==> src/rtl/bo_servo_pkg.sv <==
// Shared constants and types for the back-porch offset servo.
// Assumes: all consumers import this package before their port lists.
package bo_servo_pkg;
    localparam int DEF_CH       = 3;
    localparam int DEF_CODE_W   = 10;
    localparam int DEF_TGT_W    = 11;
    localparam int DEF_OFS_W    = 9;
    localparam int DEF_AVG_LOG2 = 2;

    // Requested movement of one channel's offset at a window close.
    typedef enum logic [1:0] {
        DIR_HOLD = 2'd0,
        DIR_UP   = 2'd1,
        DIR_DOWN = 2'd2
    } dir_e;
endpackage

==> src/rtl/bo_bp_avg.sv <==
// Window accumulator: sums the first 2^AVG_LOG2 codes seen while 'take'
// is high and presents their floor average.
// Assumes: 'clr' is asserted on the cycle the window closes (when 'take' is low).
module bo_bp_avg #(
    parameter int CODE_W   = 10,
    parameter int AVG_LOG2 = 2
) (
    input  logic              clk,
    input  logic              rst_n,
    input  logic              clr,
    input  logic              take,
    input  logic [CODE_W-1:0] code,
    output logic [CODE_W-1:0] avg_o,
    output logic              full_o
);
    localparam int NSMP  = 1 << AVG_LOG2;
    localparam int ACC_W = CODE_W + AVG_LOG2;
    localparam int CNT_W = AVG_LOG2 + 1;

    logic [ACC_W-1:0] acc;
    logic [CNT_W-1:0] cnt;

    // Full once the programmed number of samples has been collected.
    assign full_o = (cnt == CNT_W'(NSMP));
    // Divide by the power-of-two count with a shift (floor).
    assign avg_o  = acc[ACC_W-1:AVG_LOG2];

    // Collect samples until full; clear at window close or in manual mode.
    always_ff @(posedge clk) begin
        if (!rst_n || clr) begin
            acc <= '0;
            cnt <= '0;
        end else if (take && !full_o) begin
            acc <= acc + ACC_W'(code);
            cnt <= cnt + CNT_W'(1);
        end
    end
endmodule

==> src/rtl/bo_dir_cmp.sv <==
// Compares an unsigned averaged code with a signed target and chooses a step
// direction. A zero target is flagged and always yields a hold.
// Assumes: purely combinational; target is two's complement.
module bo_dir_cmp
    import bo_servo_pkg::*;
#(
    parameter int CODE_W = 10,
    parameter int TGT_W  = 11
) (
    input  logic [CODE_W-1:0] avg,
    input  logic [TGT_W-1:0]  target,
    output dir_e              dir,
    output logic              zero_o
);
    localparam int CMP_W = ((CODE_W > TGT_W) ? CODE_W : TGT_W) + 1;

    logic signed [CMP_W-1:0] a_s;
    logic signed [CMP_W-1:0] t_s;

    // Bring both operands to one signed width.
    assign a_s    = $signed({{(CMP_W-CODE_W){1'b0}}, avg});
    assign t_s    = $signed({{(CMP_W-TGT_W){target[TGT_W-1]}}, target});
    assign zero_o = (target == '0);

    // Above target -> lower the offset; below -> raise it.
    always_comb begin
        if (zero_o)         dir = DIR_HOLD;
        else if (a_s > t_s) dir = DIR_DOWN;
        else if (a_s < t_s) dir = DIR_UP;
        else                dir = DIR_HOLD;
    end
endmodule

==> src/rtl/bo_ofs_step.sv <==
// Per-channel offset register: manual load, saturating single-LSB steps,
// sticky limit flag and invalid-target flag.
// Assumes: 'upd' pulses for one cycle per accepted window.
module bo_ofs_step
    import bo_servo_pkg::*;
#(
    parameter int OFS_W = 9
) (
    input  logic              clk,
    input  logic              rst_n,
    input  logic              auto_en,
    input  logic              upd,
    input  dir_e              dir,
    input  logic              tgt_zero,
    input  logic [OFS_W-1:0]  manual,
    output logic [OFS_W-1:0]  ofs_o,
    output logic              lim_o,
    output logic              bad_o
);
    localparam int LIM = (1 << (OFS_W-1)) - 1;
    localparam logic [OFS_W-1:0] HI  = OFS_W'(LIM);
    localparam logic [OFS_W-1:0] LO  = OFS_W'(-LIM);
    localparam logic [OFS_W-1:0] MNEG = {1'b1, {(OFS_W-1){1'b0}}};

    logic [OFS_W-1:0] man_c;
    logic [OFS_W-1:0] nxt;
    logic             hit;

    // Raise the one unsymmetrical manual pattern to the lower limit.
    assign man_c = (manual == MNEG) ? LO : manual;

    // Next value of a requested step, held at the limits.
    always_comb begin
        nxt = ofs_o;
        hit = 1'b0;
        unique case (dir)
            DIR_UP: begin
                if (ofs_o != HI) nxt = ofs_o + OFS_W'(1);
                hit = (nxt == HI);
            end
            DIR_DOWN: begin
                if (ofs_o != LO) nxt = ofs_o - OFS_W'(1);
                hit = (nxt == LO);
            end
            default: begin
                nxt = ofs_o;
                hit = 1'b0;
            end
        endcase
    end

    // Offset, limit and target-valid state.
    always_ff @(posedge clk) begin
        if (!rst_n) begin
            ofs_o <= '0;
            lim_o <= 1'b0;
            bad_o <= 1'b0;
        end else begin
            bad_o <= auto_en && tgt_zero;
            if (!auto_en) begin
                ofs_o <= man_c;
            end else if (upd) begin
                ofs_o <= nxt;
                lim_o <= lim_o | hit;
            end
        end
    end
endmodule

==> src/rtl/bo_offset_servo.sv <==
// Top: closed-loop back-porch offset servo for NUM_CH channels.
// Detects the closing edge of the window and runs one accumulator,
// comparator and offset register per channel.
// Assumes: bp_win is synchronous to clk; channel i occupies slice i of each bus.
module bo_offset_servo
    import bo_servo_pkg::*;
#(
    parameter int NUM_CH   = DEF_CH,
    parameter int CODE_W   = DEF_CODE_W,
    parameter int TGT_W    = DEF_TGT_W,
    parameter int OFS_W    = DEF_OFS_W,
    parameter int AVG_LOG2 = DEF_AVG_LOG2
) (
    input  logic                     clk,
    input  logic                     rst_n,
    input  logic                     auto_en,
    input  logic                     bp_win,
    input  logic [NUM_CH*CODE_W-1:0] adc_code,
    input  logic [NUM_CH*TGT_W-1:0]  ctl_word,
    output logic [NUM_CH*OFS_W-1:0]  ofs_word,
    output logic [NUM_CH-1:0]        lim_hit,
    output logic [NUM_CH-1:0]        tgt_bad
);
    logic win_q;
    logic win_end;

    // Remember the previous window level to find its closing edge.
    always_ff @(posedge clk) begin
        if (!rst_n) win_q <= 1'b0;
        else        win_q <= bp_win;
    end

    assign win_end = win_q && !bp_win;

    for (genvar g = 0; g < NUM_CH; g++) begin : g_ch
        logic [CODE_W-1:0] avg;
        logic              full;
        logic              zero;
        dir_e              dir;

        bo_bp_avg #(.CODE_W(CODE_W), .AVG_LOG2(AVG_LOG2)) u_avg (
            .clk    (clk),
            .rst_n  (rst_n),
            .clr    (!auto_en || win_end),
            .take   (auto_en && bp_win),
            .code   (adc_code[g*CODE_W +: CODE_W]),
            .avg_o  (avg),
            .full_o (full)
        );

        bo_dir_cmp #(.CODE_W(CODE_W), .TGT_W(TGT_W)) u_cmp (
            .avg    (avg),
            .target (ctl_word[g*TGT_W +: TGT_W]),
            .dir    (dir),
            .zero_o (zero)
        );

        bo_ofs_step #(.OFS_W(OFS_W)) u_step (
            .clk      (clk),
            .rst_n    (rst_n),
            .auto_en  (auto_en),
            .upd      (win_end && full),
            .dir      (dir),
            .tgt_zero (zero),
            .manual   (ctl_word[g*TGT_W +: OFS_W]),
            .ofs_o    (ofs_word[g*OFS_W +: OFS_W]),
            .lim_o    (lim_hit[g]),
            .bad_o    (tgt_bad[g])
        );
    end
endmodule

==> config.mk <==
export PLATFORM = sky130hd
export DESIGN_NAME = bo_offset_servo
export DESIGN_NICKNAME = d
export VERILOG_FILES = /design/src/rtl/bo_servo_pkg.sv /design/src/rtl/bo_bp_avg.sv /design/src/rtl/bo_dir_cmp.sv /design/src/rtl/bo_ofs_step.sv /design/src/rtl/bo_offset_servo.sv
export SDC_FILE = /design/constraint.sdc
export NUM_CORES = 1
export LEC_CHECK = 0
export BUFFER_PORTS_ARGS = -buffer_cell sky130_fd_sc_hd__buf_2
export CORE_MARGIN = 3
export CORE_UTILIZATION = 60
export CTS_BUF_LIST = sky130_fd_sc_hd__clkbuf_8
export CTS_CLUSTER_DIAMETER = 60
export DETAILED_ROUTE_END_ITERATION = 10
export PLACE_DENSITY = 0.8
export SYNTH_ARGS = -nofsm -noshare
export SYNTH_HDL_FRONTEND = slang
export SYNTH_SLANG_ARGS = --single-unit
==> constraint.sdc <==
create_clock -name clk -period 4.1 [get_ports clk]
set_input_delay 0 -clock clk [delete_from_list [all_inputs] [get_ports clk]]
set_output_delay 0 -clock clk [all_outputs]
set_load 0.05 [all_outputs]
==> summary.txt <==
Cells and area
  • Post-route cell area: 8402 um^2
  • Fin nets: 1242
  • Commonest cells after routing, fill and taps aside: nand2_1, buf_2, a21oi_1
  • Area grow syn2layout: 11.56%
  • Final non-filler cell total: 1264
  • Final core occ: 69.08%
  • Share of cells above drive strength 1: 12.60%

Synth
  • EDFF count, synth: 0
  • Synthesized flop and latch total: 79
  • Cells after synthesis: 1021
  • Syn Area/Cell: 7.376 um^2
  • Post-synthesis sequential area ratio: 21.00%
  • Yosys cell types: 75
  • Warnings, synthesis: 0
  • Main flop type after synthesis: dfxtp_1
  • Mapped Nets: roughly 1.2k
  • Async set-reset flop share out of synthesis: 0%
  • Post-Syn Area: 7531 um^2

STA
  • Final setup violation count: 0
  • Pins Over Slew Limit: 0
  • Sum of negative setup slack: 0 ns
  • Layout Skew: 0.01143 ns
  • Final worst path period share: 80.85%
  • Min cycle time layout: 3.315 ns
  • Relative slew margins: 34.33%
  • Worst-Margin Slew: 0.9831 ns
  • RSZ-0062 raised after global routing: no
  • Peak Freq: 301.7 MHz
  • Final Hold Vio Count: 0

Critical path
  • Arrival time at the worst endpoint: approximately 3.6 ns
  • Max incr delay on CP: 0.43 ns
  • CP cell instances: ha_1 -> a21o_1 -> a211oi_1 -> nor3b_1 -> a21oi_1 -> and3_1 -> ha_1 -> a311oi_1 -> and3_1 -> o21ai_1 -> xor2_1 -> a211oi_1
  • Worst path slowest cell: a311oi_1
  • Crit Path Category: reg -> reg
  • Startpoint Class: flop
  • Crit-path max FO: 18
  • CP delay by family, top: compound AO/OA/AOI/OAI gates
  • Critical Path RT: 4.37 ns
  • CP bufs+invs: 0
  • Kind of end point of the critical path: flop

Power
  • Peak supply drop: 0.0002187 V
  • PD cells: 250.3 nW/um^2
  • Overall power: 0.002103 W
  • Leak: about 3.5 nW

Placed design
  • Number of I/O port buffers: 99
  • Placed Cells: 1224
  • Post-DP HPWL: 14450 um
  • Dpl cell area: 7914 um^2
  • RePlAce Congestion: 0.9669

Route
  • WL final: 20200 um
  • WL per Instance: around 16 um
  • Routed Antenna Nets: 0
  • 1st-iter DRT viols: 800
  • Via density: 6.122
  • 1st-pass router iterations: 6
  • Remaining DRCs: 0
  • Via count: between 7k and 8k

Floorplan
  • Starting Density: a little over 60%
  • IO Pins: 100
  • Die ar.: 13930 um^2
  • DIE WIDTH: about 120 um
  • Core region area: about 12000 um^2
  • Die Y: ~120 um
  • # rows: 40

Global route
  • Grt total ovfl: 0
  • Vias in the first global route: 6882
  • Initial antenna violation count: 1
  • Global-route usage over all layers: 28.38%
  • Largest net degree at the start of global routing: 46
  • First-pass GRT wire length: 33710 um

Clock network
  • Worst skew pair latency: roughly 0.36 ns
  • CTS clk-pin slew, worst paths: 0.08 ns
  • Clk root buf: clkbuf_8
  • Post-CTS Resized: 0
  • Total CTS buffers: 9
  • Clock sinks: slightly below 80
  • CTS tree: done
  • Clk buf depth: 2
  • H-tree depth: 3

Status
  • Outcome: finished, final reports clean

Min path
  • Worst Hold Class: in -> reg

Job
  • MaxCap Viol Count: 0
==> path summary, 6_finish.rpt <==
check             slack (ns)             startpoint                      end  cells after the start
setup reg to reg        0.79  g_ch[0].u_avg.acc[10]  g_ch[0].u_step.ofs_o[4]                     12
setup / recovery        0.79  g_ch[0].u_avg.acc[10]  g_ch[0].u_step.ofs_o[4]                     12
hold reg to reg         0.46   g_ch[0].u_avg.acc[0]     g_ch[0].u_avg.acc[0]                      2
hold / removal          0.02            adc_code[0]     g_ch[0].u_avg.acc[0]                      4
==> worst register-to-register path: cells and delay by family, from the launching register on <==
kind / cells / cell delay (ns)
compound gates: 6 / 1.33
simple gates: 3 / 0.69
fa+ha+maj: 2 / 0.64
flops: 1 / 0.39
xor+xnor: 1 / 0.18
==> cells in the mapped netlist, types with 16 or more instances <==
cell	number	area, um^2
a21o_1	20	150.1
nor2_1	67	251.5
dfxtp_1	79	1582
nor3_1	36	180.2
ha_1	81	1013
a211oi_1	19	142.6
clkbuf_1	45	168.9
nand2_1	99	371.6
xor2_1	16	140.1
inv_1	67	251.5
nand4_1	20	125.1
nand3_1	59	295.3
o21ai_0	63	315.3
a21oi_1	82	410.4
nor4_1	17	106.4
==> cells by family (layout without fill, tap and decap cells) <==
| logic type | after synthesis | count (layout) | share of synthesized area, % |
|---|---|---|---|
| muxes | 12 | 12 | 1.628 |
| adders and majority gates | 84 | 84 | 14.25 |
| and+or+nand+nor | 390 | 390 | 26.91 |
| DFF | 79 | 79 | 21.00 |
| buffers and inverters | 135 | 209 | 8.091 |
| xor gates and xnor gates | 30 | 30 | 3.489 |
| AOI/OAI and AO/OA | 291 | 291 | 24.62 |
| other | 0 | 1 | 0 |
==> layer usage <==
layer | share of wire (%) | vias to the layer above | global-route usage, %
li1 | - | 3863 | -
met1 | 47 | 3486 | 41.07
met2 | 44 | 345 | 43.26
met3 | 7.3 | 44 | 4.277
met4 | 2.0 | 0 | 9.011
met5 | 0 | - | 0
==> power breakdown <==
| group | switching, W | internal, W |
|---|---|---|
| clock network | 0.000284 | 0.000432 |
| registers | 0.0000694 | 0.000793 |
| logic | 0.000322 | 0.000203 |
==> sequential cells by signal, summed over array words and instances, names as in the netlist <==
| signal | count |
|---|---|
| g_ch.u_step.lim_o | 3 |
| win_q | 1 |
| g_ch.u_avg.cnt | 9 |
| g_ch.u_avg.acc | 36 |
| g_ch.u_step.ofs_o | 27 |
| g_ch.u_step.bad_o | 3 |
==> final cells by class <==
class,instances,area (um^2)
Antenna cell,1,2.502
Sequential cell,79,1582
Tap cell,168,210.2
Fill cell,1052,3760
Clock buffer,11,151.4
Clock inverter,4,93.84
Multi-Input combinational cell,807,5345
Inverter,67,251.5
Timing Repair Buffer,127,765.7
==> stage by stage <==
stage | hold slack, ns | worst slack [ns]
after CTS | 0.007296 | 0.8931
after global placement | 0.2768 | 1.006
after floorplan | 0.1217 | 1.331
after global routing | 0.01248 | 0.4785
after detailed placement | 0.2828 | 0.9415
final | 0.01575 | 0.7851
==> repair_timing <==
item,4_1_cts,5_1_grt
setup buffers,0,0
endpoints found under the setup margin,0,0
endpoints found under the hold margin,24,0
hold buffers,24,0
Power figures use the tool's default switching activity.
